**config.mk**
```make
export PLATFORM = sky130hd
export DESIGN_NAME = bus_cycle_ctrl
export DESIGN_NICKNAME = d
export VERILOG_FILES = /design/src/rtl/bus_seq_pkg.sv /design/src/rtl/bus_seq_fsm.sv /design/src/rtl/bus_seq_datapath.sv /design/src/rtl/bus_cycle_ctrl.sv
export SDC_FILE = /design/constraint.sdc
export NUM_CORES = 1
export LEC_CHECK = 0
export ABC_AREA = 0
export BUFFER_PORTS_ARGS = -buffer_cell sky130_fd_sc_hd__buf_4
export CORE_MARGIN = 2
export CORE_UTILIZATION = 30
export DETAILED_ROUTE_END_ITERATION = 10
export PLACE_DENSITY = 0.64
export SLEW_MARGIN = 40
export SYNTH_ARGS = -nofsm -noshare
export SYNTH_HDL_FRONTEND = slang
export SYNTH_SLANG_ARGS = --single-unit
```
**constraint.sdc**
```tcl
create_clock -name clk -period 1.7 [get_ports clk]
set_input_delay 0.51 -clock clk [delete_from_list [all_inputs] [get_ports clk]]
set_output_delay 0.51 -clock clk [all_outputs]
set_load 0.02 [all_outputs]
```
**src/rtl/bus_seq_pkg.sv**
```systemverilog
package bus_seq_pkg;

    localparam int DEF_ADDR_W     = 32;
    localparam int DEF_DATA_W     = 64;
    localparam int DEF_LINE_BYTES = 32;
    localparam int DEF_BEAT_BYTES = 8;

    typedef enum logic [1:0] {
        ST_IDLE  = 2'd0,
        ST_ADDR  = 2'd1,
        ST_DATA  = 2'd2,
        ST_YIELD = 2'd3
    } bus_state_e;

    typedef struct packed {
        logic write;
        logic burst;
    } xfer_kind_t;

    function automatic xfer_kind_t classify(input logic wr, input logic cacheable);
        xfer_kind_t k;
        k.write = wr;
        k.burst = cacheable & ~wr;
        return k;
    endfunction

endpackage

```
**src/rtl/bus_seq_fsm.sv**
```systemverilog
module bus_seq_fsm
    import bus_seq_pkg::*;
(
    input  logic       clk,
    input  logic       rst,
    input  logic       req_valid,
    input  logic       done_q,
    input  logic       hold,
    input  logic       brdy_n,
    input  logic       final_beat,
    output bus_state_e state,
    output logic       start,
    output logic       beat_ok,
    output logic       finish
);

    bus_state_e nxt;

    assign start   = (state == ST_IDLE) && req_valid && !hold && !done_q;
    assign beat_ok = (state == ST_DATA) && !brdy_n;
    assign finish  = beat_ok && final_beat;

    always_comb begin
        nxt = state;
        unique case (state)
            ST_IDLE: begin
                if (hold)       nxt = ST_YIELD;
                else if (start) nxt = ST_ADDR;
            end
            ST_ADDR:  nxt = ST_DATA;
            ST_DATA: begin
                if (finish)     nxt = hold ? ST_YIELD : ST_IDLE;
            end
            ST_YIELD: begin
                if (!hold)      nxt = ST_IDLE;
            end
            default:  nxt = ST_IDLE;
        endcase
    end

    always_ff @(posedge clk) begin
        if (rst) state <= ST_IDLE;
        else     state <= nxt;
    end

endmodule

```
**src/rtl/bus_seq_datapath.sv**
```systemverilog
module bus_seq_datapath
    import bus_seq_pkg::*;
#(
    parameter int ADDR_W     = DEF_ADDR_W,
    parameter int DATA_W     = DEF_DATA_W,
    parameter int LINE_BYTES = DEF_LINE_BYTES,
    parameter int BEAT_BYTES = DEF_BEAT_BYTES
) (
    input  logic              clk,
    input  logic              rst,
    input  logic              start,
    input  logic              beat_ok,
    input  logic              finish,
    input  logic [ADDR_W-1:0] req_addr,
    input  logic              req_write,
    input  logic [DATA_W-1:0] req_wdata,
    input  logic              req_cacheable,
    input  logic [DATA_W-1:0] bus_rdata,
    output logic [ADDR_W-1:0] cur_addr,
    output xfer_kind_t        kind,
    output logic              final_beat,
    output logic [DATA_W-1:0] wdata,
    output logic              rsp_valid,
    output logic [DATA_W-1:0] rsp_rdata,
    output logic              done
);

    localparam int LINE_LSB = $clog2(LINE_BYTES);
    localparam int BEAT_LSB = $clog2(BEAT_BYTES);
    localparam int IDX_W    = LINE_LSB - BEAT_LSB;
    localparam int BEATS    = LINE_BYTES / BEAT_BYTES;
    localparam logic [IDX_W-1:0] LAST_IDX = IDX_W'(BEATS - 1);

    logic [ADDR_W-1:0] addr_q;
    logic [IDX_W-1:0]  beat_q;
    xfer_kind_t        kind_q;

    assign kind       = kind_q;
    assign final_beat = !kind_q.burst || (beat_q == LAST_IDX);

    always_comb begin
        if (kind_q.burst)
            cur_addr = {addr_q[ADDR_W-1:LINE_LSB], beat_q, {BEAT_LSB{1'b0}}};
        else
            cur_addr = addr_q;
    end

    always_ff @(posedge clk) begin
        if (rst) begin
            addr_q    <= '0;
            beat_q    <= '0;
            kind_q    <= '0;
            wdata     <= '0;
            rsp_valid <= 1'b0;
            rsp_rdata <= '0;
            done      <= 1'b0;
        end else begin
            rsp_valid <= beat_ok && !kind_q.write;
            done      <= finish;
            if (beat_ok && !kind_q.write)
                rsp_rdata <= bus_rdata;
            if (start) begin
                addr_q <= req_addr;
                wdata  <= req_wdata;
                kind_q <= classify(req_write, req_cacheable);
                beat_q <= '0;
            end else if (beat_ok && !final_beat) begin
                beat_q <= beat_q + 1'b1;
            end
        end
    end

endmodule

```
**src/rtl/bus_cycle_ctrl.sv**
```systemverilog
module bus_cycle_ctrl
    import bus_seq_pkg::*;
#(
    parameter int ADDR_W     = DEF_ADDR_W,
    parameter int DATA_W     = DEF_DATA_W,
    parameter int LINE_BYTES = DEF_LINE_BYTES,
    parameter int BEAT_BYTES = DEF_BEAT_BYTES
) (
    input  logic              clk,
    input  logic              rst,
    input  logic              req_valid,
    input  logic [ADDR_W-1:0] req_addr,
    input  logic              req_write,
    input  logic [DATA_W-1:0] req_wdata,
    input  logic              req_cacheable,
    output logic [ADDR_W-1:0] bus_addr,
    output logic              ads_n,
    output logic              w_r_n,
    output logic              cache_n,
    output logic [DATA_W-1:0] bus_wdata,
    output logic              bus_data_oe,
    input  logic [DATA_W-1:0] bus_rdata,
    input  logic              brdy_n,
    input  logic              hold,
    output logic              hlda,
    output logic              rsp_valid,
    output logic [DATA_W-1:0] rsp_rdata,
    output logic              done
);

    bus_state_e        state;
    logic              start, beat_ok, finish, final_beat, on_bus;
    logic [ADDR_W-1:0] cur_addr;
    xfer_kind_t        kind;

    bus_seq_fsm u_fsm (
        .clk        (clk),
        .rst        (rst),
        .req_valid  (req_valid),
        .done_q     (done),
        .hold       (hold),
        .brdy_n     (brdy_n),
        .final_beat (final_beat),
        .state      (state),
        .start      (start),
        .beat_ok    (beat_ok),
        .finish     (finish)
    );

    bus_seq_datapath #(
        .ADDR_W     (ADDR_W),
        .DATA_W     (DATA_W),
        .LINE_BYTES (LINE_BYTES),
        .BEAT_BYTES (BEAT_BYTES)
    ) u_dp (
        .clk           (clk),
        .rst           (rst),
        .start         (start),
        .beat_ok       (beat_ok),
        .finish        (finish),
        .req_addr      (req_addr),
        .req_write     (req_write),
        .req_wdata     (req_wdata),
        .req_cacheable (req_cacheable),
        .bus_rdata     (bus_rdata),
        .cur_addr      (cur_addr),
        .kind          (kind),
        .final_beat    (final_beat),
        .wdata         (bus_wdata),
        .rsp_valid     (rsp_valid),
        .rsp_rdata     (rsp_rdata),
        .done          (done)
    );

    assign on_bus      = (state == ST_ADDR) || (state == ST_DATA);
    assign bus_addr    = on_bus ? cur_addr : '0;
    assign ads_n       = (state != ST_ADDR);
    assign w_r_n       = on_bus && kind.write;
    assign cache_n     = !(on_bus && kind.burst);
    assign bus_data_oe = on_bus && kind.write;
    assign hlda        = (state == ST_YIELD);

endmodule

```
Word level (Yosys, flattened, before mapping)
Cells that the tools add are included.
W data, S select, Z words.
Cells by class
  add/subtract/negate cells: 1
  $lt $le $gt $ge: 0
  mux-type cells: 8
  shift operators: 0
  divide/modulo/power cells: 0
  bitwise logic cells: 2
  multipliers: 0
  reduce and logical (&&, ||, !) cells: 21
  eq/ne operators: 8
Operators with widths (count)
  $mux W32: 1
  $mux W2: 5
  $logic_and A1 B1 Y1: 9
  $pmux W2 S4: 1
  $logic_not A1 Y1: 7
  $eq A2 B2 Y1 const B: 3
  $mux W5: 1
  $ne A2 B1 Y1 const B: 2
  $ne A3 B3 Y1 const B: 1
  $reduce_and A3 Y1: 1
  $add A2 B1 Y2 const B: 1
  $eq A2 B1 Y1 const B: 1
  $logic_not A2 Y1: 1
  $logic_or A1 B1 Y1: 2
  $ne A2 B2 Y1 const B: 1
  $reduce_or A2 Y1: 1
  $and A1 B1 Y1: 1
  $not A1 Y1: 1
Word-level totals
  word-level logic and storage cells: 49
  ROM bits: 0
  bits in writable memories: 0
  memories kept: 0
  register bits after elaboration: 168
  bits in latches: 0

Logic depth before layout (Yosys ltp)
  depth in word-level cells: 7
  gate-level depth with buffers: 9
  mapped depth without buffers: 6

Modules after synthesis
A second synthesis with hierarchy kept.
Unflattened totals
  cells, all modules: 698
  area total of the unflattened synthesis: 6432.4 sq um
Modules (own cells, without submodules)
  bus_seq_datapath: times used 1, cells each 641, area each 6024.5 sq um, seq. area each 3323.2 sq um
  bus_cycle_ctrl: times used 1, cells each 42, area each 270.3 sq um, seq. area each 0.0 sq um
  bus_seq_fsm: times used 1, cells each 15, area each 137.6 sq um, seq. area each 40.0 sq um

Worst setup path before layout
OpenSTA, ideal clock, no wires.
  kind: reg-to-output
  from: register u_fsm.state[0]
  to: output port w_r_n
  arrival time: 1.439 ns
  setup slack: -0.249 ns
  cell stages (with the launch flop): 6
  buffers on the path: 2
  required time: 1.190 ns
  cells stage by stage: dfxtp_1 inv_1 ha_1 clkbuf_1 and2_1 buf_4
Between the ends
  cells in the longest elaborated chain, start to end: 3
RTL lines
  start, declared: RTL line bus_seq_fsm.sv:11  | output bus_state_e state,
  start signal, assigned: RTL line bus_seq_fsm.sv:43  | else state <= nxt;
  $eq A2 B1 Y1 / $eq A2 B2 Y1 (equally long branches): RTL line bus_cycle_ctrl.sv:75  | assign on_bus = (state == ST_ADDR) || (state == ST_DATA);
  $logic_or A1 B1 Y1 (*): RTL line bus_cycle_ctrl.sv:75
  $logic_and A1 B1 Y1 (*)
  end, declared: RTL line bus_cycle_ctrl.sv:18  | output logic w_r_n,
Mark *: on every way between the ends. The rest lies on a longest branch, timed or not.

Final worst setup path
  from: register u_fsm.state[0]
  to: output port bus_addr[4]
Between the ends
  cells in the longest elaborated chain, start to end: 3
RTL lines
  $eq A2 B1 Y1 / $eq A2 B2 Y1 (equally long branches): RTL line bus_cycle_ctrl.sv:75
  $logic_or A1 B1 Y1 (*): RTL line bus_cycle_ctrl.sv:75
  $mux W32 (*): RTL line bus_cycle_ctrl.sv:76  | assign bus_addr = on_bus ? cur_addr : '0;
  end, declared: RTL line bus_cycle_ctrl.sv:16  | output logic [ADDR_W-1:0] bus_addr,
Marks and branches as above.

==> qor.txt <==
Leak -> 4.38 nW
Num CTS Buffers -> 17
worst path cell trace -> inv_2, ha_4, buf_12, nor2b_2, buf_4
via count -> 6340
diode count -> 0
Primary FF master, synth -> dfxtp_1
die area -> 0.0222 mm²
R2R depth -> 9
count leader, synth -> nand2_1
Arrival @ worst endpoint -> 1.55 ns
library cells used by synthesis -> 29
Hold Path Depth -> 3
Worst Tran Pin Value -> 0.320 ns
crit path capture type -> primary output
Synth top cells by count -> nand2_1, dfxtp_1, a21oi_1
placed cells -> 1366
Post-synth EDFFs -> 0
register area share after synthesis -> 0.533
Max Freq -> 0.484 GHz
Synth warnings -> 0
GP Congestion -> 0.793
share of layout cells above drive strength 1 -> 0.404
first-pass GRT wire length -> 30.5 mm
first drt pass iteration count -> 5
clock sink total -> 168
CP Class -> flop to primary output
Bufs on Longest Clock Path -> 2
area added between synthesis and finish -> 62.8%
Synth area leaders -> dfxtp_1, nand2_1, a21oi_1
maxcap violations -> 0
Reg clk slew, reported paths -> 0.07 ns
met2 usage -> 0.286
ys async rst share -> 0
IO Pins -> 334
H-Tree Depth -> 4
Pwr per Cell Area -> 1250 mW/mm²
TNS Setup -> -11.12 ns
pin count of the biggest net entering global routing -> 65
slack of the critical path -> -0.364 ns
Synth Instances -> 787
Final Setup Violations -> 37
1st-iter DRT viols -> 297
GRT overflow -> 0
crit path time final -> 2.06 ns
cell area after synthesis -> 0.00631 mm²
Worst Hold Class -> input port to flop
Layout Cells excl Fill -> 1411
Layout Nets -> 1296
peak supply drop -> 0.708 mV
run status -> finished, violations left
Relative slew margins -> 0.787
Root Driver -> clkbuf_16
clk_skew -> 0.00970 ns
Die W -> 149 µm
Critical-path top delay cell -> dfxtp_2
DR DRC count -> 0
row cnt -> 53
Required @ worst endpoint -> 1.19 ns
GRT Total Usage -> 0.172
final core utilization -> 0.494
WL per Instance -> 15.1 µm
CTS tree -> yes
Starting Density -> 0.303
part of the cycle the worst path needs -> 1.21
Top Usage Layer GRT -> met2
violated checks -> negative setup slack
via/cell ratio -> 4.49
final hold violations -> 0
GR Layer Usage met1 -> 0.214
FF+latch count, synth -> 168
crit path max fanout -> 17
syn avg cell area -> 8.02 µm²
DP HPWL -> 14.3 mm
vias in the first global route -> 5893
Post-DRT Antenna Nets -> 0
met3 capacity usage during global routing -> 0.0468
Skew-Pair Late Insertion Delay -> 0.41 ns
Port Buffers -> 333
Synth area leader -> dfxtp_1
die height -> 149 µm
Core Box Area -> 0.0208 mm²
worst hold-check slack -> 0.336 ns
final WL -> 21.3 mm
initial antenna violation count -> 0
top-area cell type share of the netlist area -> 0.533
startpoint types -> flop
syn nets -> 960
RSZ-0062 raised after global routing -> true
Slew Viols, Final -> 0
CP max stage delay -> 0.34 ns
-- power by group --
group          switching [W]  total (W)  internal [W]
Sequential          0.000244    0.00465       0.00441
Clock                0.00170    0.00364       0.00195
Combinational        0.00241    0.00454       0.00213
-- layout by cell type, fill, tap and decap left out, types with 12 or more instances in the layout --
| cell | n |
|---|---|
| a21oi_1 | 150 |
| a21oi_2 | 12 |
| and2_1 | 13 |
| and2_4 | 19 |
| buf_12 | 14 |
| buf_4 | 314 |
| buf_6 | 40 |
| clkbuf_16 | 23 |
| dfxtp_1 | 166 |
| nand2_1 | 324 |
-- timing repair --
action                     in CTS  in global routing
resized for setup              57                 30
setup buffers                   1                  8
pin swaps                       3                  8
gates cloned                    0                  7
hold buffers                    0                  0
setup endpoints to repair      37                100
-- critical path: cells and delay by family (launching register included) --
| kind | cells | cell delay [ns] |
|---|---|---|
| DFF | 1 | 0.34 |
| buffers and inverters | 3 | 0.35 |
| and+or+nand+nor | 1 | 0.16 |
| adders and majority gates | 1 | 0.29 |
-- per-layer routing --
layer | vias to the layer above | wire length [µm]
met5 | - | 0
met4 | 0 | 466
met3 | 30 | 1220
met2 | 201 | 10400
met1 | 2922 | 9220
li1 | 3187 | -
-- registers in the layout, summed over array words and instances (netlist names) --
register	cells
u_fsm.state	2
u_dp.done	1
u_dp.kind	2
u_dp.rsp_valid	1
u_dp.addr_q	32
u_dp.rsp_rdata	64
u_dp.wdata	64
u_dp.beat_q	2
-- path summary, 6_finish.rpt --
kind / end / start / slack [ns]
worst max register to register: u_dp.rsp_rdata[33] / u_fsm.state[0] / 0.04
worst min-delay path: u_dp.rsp_rdata[21] / bus_rdata[21] / 0.34
worst min register to register: u_dp.addr_q[24] / u_dp.addr_q[24] / 0.45
worst max-delay path: bus_addr[4] / u_fsm.state[0] / -0.36
-- cells by family after synthesis --
logic type                 after synthesis  synth area share
and+or+nand+nor                        375             0.248
adders and majority gates                6            0.0119
buffers and inverters                   64            0.0634
AOI/OAI and AO/OA                      170             0.137
DFF                                    168             0.533
xor gates and xnor gates                 1           0.00139
muxes                                    3           0.00476
-- per-stage QoR --
step / power (W) / instance area (µm²) / setup slack [ns]
CTS: 0.0126 / 9950 / -0.390
global route: 0.0135 / 10300 / -0.437
detailed placement: 0.00861 / 9190 / -0.0226
global placement: 0.00857 / 9190 / 0.0146
floorplan: 0.00687 / 6330 / 0.0159
finish: 0.0128 / 10300 / -0.364
-- layout make-up --
| type | instances | area [µm²] |
|---|---|---|
| Fill cell | 2059 | 10500 |
| Inverter | 5 | 18.8 |
| Clock inverter | 13 | 114 |
| Sequential cell | 168 | 3370 |
| Multi-Input combinational cell | 555 | 2710 |
| Clock buffer | 19 | 443 |
| Timing Repair Buffer | 376 | 3280 |
| Tap cell | 275 | 344 |
Note: power is estimated with default switching activity, not from simulation.
